`src/rtl/cyc_seq_pkg.sv`:
```
package cyc_seq_pkg;

  typedef enum logic [1:0] {
    DIG_NEG  = 2'b00,
    DIG_ZERO = 2'b01,
    DIG_POS  = 2'b10
  } digit_e;

  typedef enum logic [1:0] {
    ST_IDLE,
    ST_SAMPLE,
    ST_CONV,
    ST_DONE
  } seqState_e;

  typedef struct packed {
    logic clearAcc;
    logic stepAcc;
  } dpStrobe_t;

endpackage

```
`src/rtl/cyc_seq_ctrl.sv`:
```
module cyc_seq_ctrl
  import cyc_seq_pkg::*;
#(
  parameter int NUM_STEPS     = 8,
  parameter int SAMPLE_CYCLES = 1
) (
  input  logic      clk,
  input  logic      rstN,
  input  logic      startPulse,
  output logic      sampleOn,
  output logic      convOn,
  output logic      doneOn,
  output dpStrobe_t strobe
);

  localparam int MAX_CNT = (NUM_STEPS > SAMPLE_CYCLES) ? NUM_STEPS : SAMPLE_CYCLES;
  localparam int CNT_W   = $clog2(MAX_CNT + 1);
  localparam logic [CNT_W-1:0] LAST_SAMPLE = CNT_W'(SAMPLE_CYCLES - 1);
  localparam logic [CNT_W-1:0] LAST_STEP   = CNT_W'(NUM_STEPS - 1);

  seqState_e        state, nextState;
  logic [CNT_W-1:0] cnt, nextCnt;
  logic             acceptStart;

  assign acceptStart = (state == ST_IDLE) && startPulse;

  always_comb begin
    nextState = state;
    nextCnt   = cnt;
    unique case (state)
      ST_IDLE: begin
        if (startPulse) begin
          nextState = ST_SAMPLE;
          nextCnt   = '0;
        end
      end
      ST_SAMPLE: begin
        if (cnt == LAST_SAMPLE) begin
          nextState = ST_CONV;
          nextCnt   = '0;
        end else begin
          nextCnt = cnt + 1'b1;
        end
      end
      ST_CONV: begin
        if (cnt == LAST_STEP) begin
          nextState = ST_DONE;
          nextCnt   = '0;
        end else begin
          nextCnt = cnt + 1'b1;
        end
      end
      ST_DONE: begin
        nextState = ST_IDLE;
      end
      default: begin
        nextState = ST_IDLE;
        nextCnt   = '0;
      end
    endcase
  end

  always_ff @(posedge clk) begin
    if (!rstN) begin
      state <= ST_IDLE;
      cnt   <= '0;
    end else begin
      state <= nextState;
      cnt   <= nextCnt;
    end
  end

  assign sampleOn        = (state == ST_SAMPLE);
  assign convOn          = (state == ST_CONV);
  assign doneOn          = (state == ST_DONE);
  assign strobe.clearAcc = acceptStart;
  assign strobe.stepAcc  = convOn;

  // Phase counters for the checks below
  logic [CNT_W-1:0] sampleSeen, convSeen;
  always_ff @(posedge clk) begin
    if (!rstN || state == ST_IDLE) begin
      sampleSeen <= '0;
      convSeen   <= '0;
    end else begin
      if (sampleOn) sampleSeen <= sampleSeen + 1'b1;
      if (convOn)   convSeen   <= convSeen + 1'b1;
    end
  end


  sample_len_chk: assert property (@(posedge clk) disable iff (!rstN)
    $rose(convOn) |-> sampleSeen == CNT_W'(SAMPLE_CYCLES));


  step_count_chk: assert property (@(posedge clk) disable iff (!rstN)
    doneOn |-> convSeen == CNT_W'(NUM_STEPS));


  done_pulse_chk: assert property (@(posedge clk) disable iff (!rstN)
    doneOn |=> !doneOn);


  busy_start_chk: assert property (@(posedge clk) disable iff (!rstN)
    (convOn && startPulse) |=> !sampleOn);


  phase_excl_chk: assert property (@(posedge clk) disable iff (!rstN)
    $onehot0({sampleOn, convOn, doneOn}));

endmodule

```
`src/rtl/cyc_seq_datapath.sv`:
```
module cyc_seq_datapath
  import cyc_seq_pkg::*;
#(
  parameter int NUM_STEPS = 8
) (
  input  logic                 clk,
  input  logic                 rstN,
  input  dpStrobe_t            strobe,
  input  logic                 convOn,
  input  logic                 cmpAboveNeg,
  input  logic                 cmpAbovePos,
  output logic [1:0]           dacSel,
  output logic                 digitErr,
  output logic [NUM_STEPS-1:0] resultWord
);

  localparam int ACC_W = NUM_STEPS + 2;
  localparam logic signed [ACC_W-1:0] BIAS =
    {{(ACC_W-NUM_STEPS){1'b0}}, 1'b1, {(NUM_STEPS-1){1'b0}}};
  localparam logic signed [ACC_W-1:0] TOP_CODE =
    {{(ACC_W-NUM_STEPS){1'b0}}, {NUM_STEPS{1'b1}}};

  digit_e                  digit;
  logic                    patternErr;
  logic signed [ACC_W-1:0] stepVal;
  logic signed [ACC_W-1:0] acc;
  logic signed [ACC_W-1:0] biased;

  // Comparator pair to signed digit
  always_comb begin
    unique case ({cmpAboveNeg, cmpAbovePos})
      2'b00:   digit = DIG_NEG;
      2'b10:   digit = DIG_ZERO;
      2'b11:   digit = DIG_POS;
      default: digit = DIG_ZERO;
    endcase
  end

  assign patternErr = !cmpAboveNeg && cmpAbovePos;
  assign digitErr   = convOn && patternErr;
  assign dacSel     = convOn ? digit : DIG_ZERO;

  always_comb begin
    unique case (digit)
      DIG_NEG: stepVal = '1;
      DIG_POS: stepVal = ACC_W'(1);
      default: stepVal = '0;
    endcase
  end

  always_ff @(posedge clk) begin
    if (!rstN || strobe.clearAcc) begin
      acc <= '0;
    end else if (strobe.stepAcc) begin
      acc <= (acc <<< 1) + stepVal;
    end
  end

  assign biased = acc + BIAS;

  always_comb begin
    if (biased < 0) begin
      resultWord = '0;
    end else if (biased > TOP_CODE) begin
      resultWord = '1;
    end else begin
      resultWord = biased[NUM_STEPS-1:0];
    end
  end


  dac_legal_chk: assert property (@(posedge clk) disable iff (!rstN)
    dacSel != 2'b11);


  err_zero_chk: assert property (@(posedge clk) disable iff (!rstN)
    digitErr |-> dacSel == 2'b01);


  acc_range_chk: assert property (@(posedge clk) disable iff (!rstN)
    (acc <= TOP_CODE) && (acc >= -TOP_CODE));


  acc_hold_chk: assert property (@(posedge clk) disable iff (!rstN)
    (!strobe.stepAcc && !strobe.clearAcc) |=> $stable(acc));


  acc_clear_chk: assert property (@(posedge clk) disable iff (!rstN)
    strobe.clearAcc |=> acc == '0);

endmodule

```
`src/rtl/cyc_seq_top.sv`:
```
module cyc_seq_top
  import cyc_seq_pkg::*;
#(
  parameter int NUM_STEPS     = 8,
  parameter int SAMPLE_CYCLES = 1
) (
  input  logic                 clk,
  input  logic                 rstN,
  input  logic                 startPulse,
  input  logic                 cmpAboveNeg,
  input  logic                 cmpAbovePos,
  output logic                 sampleOn,
  output logic [1:0]           dacSel,
  output logic                 digitErr,
  output logic [NUM_STEPS-1:0] resultWord,
  output logic                 resultValid
);

  dpStrobe_t strobe;
  logic      convOn;

  cyc_seq_ctrl #(
    .NUM_STEPS     (NUM_STEPS),
    .SAMPLE_CYCLES (SAMPLE_CYCLES)
  ) u_ctrl (
    .clk        (clk),
    .rstN       (rstN),
    .startPulse (startPulse),
    .sampleOn   (sampleOn),
    .convOn     (convOn),
    .doneOn     (resultValid),
    .strobe     (strobe)
  );

  cyc_seq_datapath #(
    .NUM_STEPS (NUM_STEPS)
  ) u_dp (
    .clk         (clk),
    .rstN        (rstN),
    .strobe      (strobe),
    .convOn      (convOn),
    .cmpAboveNeg (cmpAboveNeg),
    .cmpAbovePos (cmpAbovePos),
    .dacSel      (dacSel),
    .digitErr    (digitErr),
    .resultWord  (resultWord)
  );

endmodule

```
`config.mk`:
```
export PLATFORM = sky130hd
export DESIGN_NAME = cyc_seq_top
export DESIGN_NICKNAME = d
export VERILOG_FILES = /design/src/rtl/cyc_seq_pkg.sv /design/src/rtl/cyc_seq_ctrl.sv /design/src/rtl/cyc_seq_datapath.sv /design/src/rtl/cyc_seq_top.sv
export SDC_FILE = /design/constraint.sdc
export NUM_CORES = 1
export LEC_CHECK = 0
export ABC_AREA = 0
export BUFFER_PORTS_ARGS = -buffer_cell sky130_fd_sc_hd__buf_2
export CORE_AREA = 2 2 41 81
export DETAILED_ROUTE_END_ITERATION = 12
export DIE_AREA = 0 0 43 83
export REMOVE_ABC_BUFFERS = 1
export SYNTH_ARGS = -nofsm -noshare
export SYNTH_HDL_FRONTEND = slang
export SYNTH_SLANG_ARGS = --single-unit
export TNS_END_PERCENT = 50
```
`constraint.sdc`:
```
create_clock -name clk -period 2.1 [get_ports clk]
set_clock_uncertainty 0.2 [all_clocks]
set_input_delay 0.105 -clock clk [delete_from_list [all_inputs] [get_ports clk]]
set_output_delay 0.105 -clock clk [all_outputs]
set_load 0.02 [all_outputs]
```
==> flow_summary_export.csv, run 1 <==
group,metric,value,unit
yosys,syn_avg_cell_area,8.28,um^2
layout,syn_to_final_growth,17.9,%
layout,fin_cells,208,
yosys,yosys_warnings,0,
timing,holdWs,131,ps
timing,setup_tns,0,ps
layout,final_common_cell,"nor2_1",
cts,clk_pin_slew,70,ps
cts,clk_latency,250,ps
timing,postLayoutSetupSlackWorst,97.1,ps
hold_path,min_path_type,"primary input to flip-flop",
yosys,syn-cell-area,1270,um^2
placement,place_area,1430,um^2
drt,drcViolationCount,0,
pwr,powerDensity,837,nW/um^2
floorplanning,chipWidth,43,um
cts,numCtsBuffers,3,
worst_setup_path,cp_slowest_cell,"fa_1",
placement,gp_congestion,0.861,
timing,fin_crit_sh,0.954,
drt,wl,3.01,mm
drt,vias,1173,
floorplanning,fp-row-count,28,
drt,wl_met1,1.05,mm
yosys,synth.ff_latch_count,16,
placement,place_inst,203,
yosys,yosysSeqAreaShare,0.253,
floorplanning,pin_count,18,
pwr,leakage,0.718,nW
layout,layout-drive-gt1-share,0.197,
cts,cts_htree_levels,1,
global_route,grt_max_degree,23,
placement,pre_cts_slack,-51.1,ps
worst_setup_path,crit_path_end_kind,"flip-flop",
floorplanning,core,2940,um^2
timing,min_period,2000,ps
timing,finalSetupViolations,0,
drt,avgRoutedWirePerCell,14.5,um
drt,wl_met3,88,um
drt,drtIter0Drc,32,
worst_setup_path,regToRegSetupSlack,100,ps
drt,topRoutingLayerUsed,"met4",
cts,cts_tree,"done",
layout,fin_nets,205,
layout,final_util,0.508,
timing,slew_headroom,0.773,
global_route,track_usage,0.187,
global_route,grt_antenna_before_repair,0,
drt,antenna_left,0,
yosys,synth-edff-count,0,
worst_setup_path,path_cells,"ha_1 -> fa_1 -> a21o_1 -> a21oi_2 -> buf_4 -> xnor2_1 -> mux2i_1 -> nor2_1",
timing,worst_pin_slew,338,ps
drt,first_pass_iters,4,
worst_setup_path,cp.arrival,1940,ps
global_route,overflow,0,
global_route,first_global_vias,1249,
cts,postCtsSetupBuffers,0,
global_route,grt_pass1_wl,5.24,mm
worst_setup_path,worstPathRequired,2040,ps
yosys,ys_async_sr_fraction,0,
yosys,synthDistinctLibCells,34,
placement,dp_hpwl,2.41,mm
floorplanning,die_y,83,um
yosys,synth_ff_type,"dfxtp_1",
timing,rsz0062_at_grt,"yes",
pwr,max-vdd-ir-drop,0.834,mV
layout,diodes,0,
flow_run,max-cap-violations,0,
timing,finalHoldViolations,0,
worst_setup_path,slowest_delay,390,ps
worst_setup_path,crit_fanout,3,
layout,final_cell_mix,"21 x nor2_1, 20 x ha_1, 17 x buf_2, 15 x dfxtp_1, 12 x nand2_1",
yosys,syn_inst,153,
drt,met2WireLength,1.71,mm
drt,vias_per_cell,5.64,
floorplanning,start_util,0.431,
cts,cts-root-buf,"clkbuf_8",
worst_setup_path,crit_type,"flip-flop to flip-flop",
placement,io_buffers,17,
cts,clock_sinks,16,
timing,drv_slew,0,
cts,cts_buffer_depth,2,
floorplanning,die_area,3570,um^2
outcome,status,"finished, final reports clean",
pwr,p_total,1.25,mW
layout,fillCellCount,303,
layout,fin_area,1490,um^2
worst_setup_path,start_kind,"flip-flop",
timing,timing.fmax,0.499,GHz
-- report_power, final --
group,switching [mW],internal (mW),leakage [nW]
logic,0.361,0.225,0.559
registers,0.0387,0.341,0.130
clock network,0.117,0.167,0.0288
total,0.517,0.733,0.718
-- critical path, delay by kind of cell, from the launching register on --
family | cells | cell delay (ps)
and+or+nand+nor | 1 | 50
xor gates and xnor gates | 1 | 60
DFF | 1 | 330
AOI/OAI and AO/OA | 2 | 350
buffers and inverters | 1 | 140
adders and majority gates | 2 | 620
muxes | 1 | 140
-- final cells by class --
class,instances,area [um^2],share of cell area
multi-input cells,123,887,0.594
flip-flops and latches,16,322,0.215
repair buffers,27,163,0.109
clock buffers,4,55.1,0.0369
well taps,30,37.5,0.0251
inverters,8,30.0,0.0201
-- synth_stat cells (2+ instances only) --
master	count	area share
inv_1	8	0.024
a211oi_1	2	0.012
nand4b_1	3	0.021
clkbuf_1	5	0.015
o211ai_1	2	0.012
nand3b_1	3	0.018
nand2b_1	3	0.015
nand3_1	6	0.024
ha_1	20	0.20
mux2i_1	5	0.039
xnor2_1	3	0.021
nand2_1	12	0.036
a21oi_1	11	0.043
xor2_1	3	0.021
dfxtp_1	16	0.25
o21ai_0	7	0.028
a21o_1	2	0.012
o31ai_1	2	0.012
and2_1	5	0.025
nor2_1	21	0.062
-- timing repair --
action                     CTS  global route
hold buffers                 1             0
resized for setup            0             1
setup endpoints to repair    0             3
hold endpoints to repair     6             0
-- sequential cells by signal, indices dropped and copies added (netlist names) --
name          count
u_ctrl.cnt        4
u_ctrl.state      2
u_dp.acc         10
-- layer usage --
metal | vias to the layer above | global-route usage
li1 | 583 | -
met3 | 13 | 0.0326
met2 | 23 | 0.348
met4 | 0 | 0.129
met5 | - | 0
met1 | 554 | 0.168
-- cell families after synthesis --
group | count (synthesis) | share of synthesized area
and+or+nand+nor | 58 | 0.238
adders and majority gates | 21 | 0.213
DFF | 16 | 0.253
muxes | 5 | 0.0395
AOI/OAI and AO/OA | 33 | 0.168
buffers and inverters | 14 | 0.0474
xor gates and xnor gates | 6 | 0.0415
-- path summary, 6_finish.rpt --
path                from           to  cells past startpoint
max          u_dp.acc[0]  u_dp.acc[5]                      8
min           startPulse  u_dp.acc[0]                      4
max reg2reg  u_dp.acc[0]  u_dp.acc[5]                      8
min reg2reg  u_dp.acc[0]  u_dp.acc[0]                      2
No activity file was read; power rests on OpenSTA's default activity.
==> run 2: changes to the inputs <==
--- a/config.mk
+++ b/config.mk
@@ -10,6 +10,8 @@
 export CORE_AREA = 2 2 41 81
 export DETAILED_ROUTE_END_ITERATION = 12
 export DIE_AREA = 0 0 43 83
+export GPL_TIMING_DRIVEN = 0
+export PLACE_DENSITY_LB_ADDON = 0.15
 export REMOVE_ABC_BUFFERS = 1
 export SYNTH_ARGS = -nofsm -noshare
 export SYNTH_HDL_FRONTEND = slang
==> run 2 against run 1 <==
Net effect: hold slack gained 1.1 ps; design area shrank 1.2%; sequential power is essentially flat; maximum frequency shrank 1.3%; sequential share of layout area grew 0.17 points.
==> flow_summary_export.csv, run 2 (synthesis results as in run 1) <==
group,metric,value,unit
worst_setup_path,path_delay_family,"simple AND/OR/NAND/NOR gates",
drt,antenna_left,0,
layout,diodes,0,
cts,clock_sinks,16,
placement,place_area,1360,um^2
floorplanning,fp-row-count,28,
timing,finalHoldViolations,0,
drt,vias,1141,
global_route,overflow,0,
layout,reg_top3,"u_dp.acc (10), u_ctrl.cnt (4), u_ctrl.state (2)",
drt,wl,2.98,mm
floorplanning,start_util,0.431,
floorplanning,pin_count,18,
pwr,leakage,0.691,nW
timing,min_period,2030,ps
timing,finalSetupViolations,0,
worst_setup_path,path_cells,"inv_1 -> ha_4 -> nor4b_4 -> nor2_1 -> nand3b_1 -> nor2_1 -> o221a_2",
worst_setup_path,cp_slowest_cell,"dfxtp_1",
global_route,track_usage,0.172,
pwr,max-vdd-ir-drop,0.516,mV
cts,cts_htree_levels,1,
worst_setup_path,cp.arrival,1970,ps
drt,avgRoutedWirePerCell,14.9,um
outcome,status,"finished, final reports clean",
worst_setup_path,worstPathRequired,2040,ps
worst_setup_path,start_kind,"flip-flop",
timing,drv_slew,0,
timing,fin_crit_sh,0.966,
layout,top_register,"u_dp.acc",
layout,syn_to_final_growth,16.5,%
worst_setup_path,path_common_cell,"nor2_1",
global_route,grt_pass1_wl,4.91,mm
drt,drcViolationCount,0,
cts,clk_pin_slew,70,ps
global_route,grt_max_degree,26,
worst_setup_path,slowest_delay,400,ps
cts,cts_tree,"done",
floorplanning,die_area,3570,um^2
pwr,powerDensity,860,nW/um^2
cts,clk_latency,250,ps
timing,timing.fmax,0.493,GHz
timing,slew_headroom,0.600,
hold_path,min_path_type,"primary input to flip-flop",
layout,largest_reg_flops,10,
placement,gp_congestion,0.809,
timing,worst_pin_slew,597,ps
worst_setup_path,path_buf_inv,1,
layout,layout-drive-gt1-share,0.176,
timing,postLayoutSetupSlackWorst,71.1,ps
flow_run,max-cap-violations,0,
placement,dp_hpwl,2.21,mm
cts,numCtsBuffers,3,
global_route,first_global_vias,1171,
floorplanning,die_y,83,um
worst_setup_path,crit_path_end_kind,"flip-flop",
worst_setup_path,crit_fanout,14,
drt,first_pass_iters,4,
timing,rsz0062_at_grt,"no",
layout,fin_nets,197,
worst_setup_path,crit_type,"flip-flop to flip-flop",
drt,vias_per_cell,5.71,
floorplanning,core,2940,um^2
floorplanning,chipWidth,43,um
global_route,grt_antenna_before_repair,0,
placement,io_buffers,17,
cts,cts_buffer_depth,2,
layout,final_cell_mix,"21 x nor2_1, 18 x ha_1, 17 x buf_2, 16 x dfxtp_1, 12 x nand2_1",
layout,fin_area,1480,um^2
drt,drtIter0Drc,24,
placement,pre_cts_slack,-368,ps
layout,final_common_cell,"nor2_1",
cts,cts-root-buf,"clkbuf_8",
layout,final_util,0.502,
## run 2: final timing paths
check / startpoint / to / slack [ps] / cells after the start
worst min-delay path: startPulse / u_dp.acc[8] / 130 / 4
worst min register to register: u_dp.acc[0] / u_dp.acc[0] / 310 / 2
worst max-delay path: u_ctrl.state[0] / u_ctrl.cnt[3] / 70 / 7
worst max register to register: u_ctrl.state[0] / u_ctrl.cnt[3] / 70 / 7
## run 2: cell type report
| cell class | instances | area, um^2 |
|---|---|---|
| flip-flops and latches | 16 | 320 |
| inverters | 8 | 30.0 |
| repair buffers | 19 | 109 |
| clock buffers | 4 | 55.1 |
| multi-input cells | 123 | 925 |
| fillers | 310 | 1470 |
| well taps | 30 | 37.5 |
## run 2: routing by layer
metal	up-vias	global-route usage	wire [um]
li1	567	-	-
met1	544	0.167	1120
met2	24	0.336	1720
met3	6	0.0239	85
met4	0	0.0716	50
met5	-	0	0
## run 2: power by group
group          switching (mW)  internal (mW)  leakage (nW)  total, mW
logic                   0.376          0.234         0.533      0.610
registers              0.0410          0.339         0.130      0.380
clock network           0.114          0.166        0.0288      0.280
## run 2: what timing repair did
item | 4_1_cts | 5_1_grt
setup buffers | 0 | 1
setup endpoints to repair | 10 | 4
pin swaps | 0 | 1
hold buffers | 1 | 0
resized for setup | 3 | 5
endpoints found under the hold margin | 3 | 0
## run 2: per-stage QoR
stage               power [mW]  TNS, ps  hold WS [ps]  instances
floorplan                0.784    -6.60          26.7        147
global placement         0.912    -1640           241        194
detailed placement       0.934    -2300           240        194
CTS                       1.24        0           133        199
global route              1.36        0           192        200
finish                    1.27        0           132        200
## run 2: worst min-delay path: stages
cell and delay [ps]:
buf_2 80, nand2_1 60, nand2_1 220, a21oi_1 60
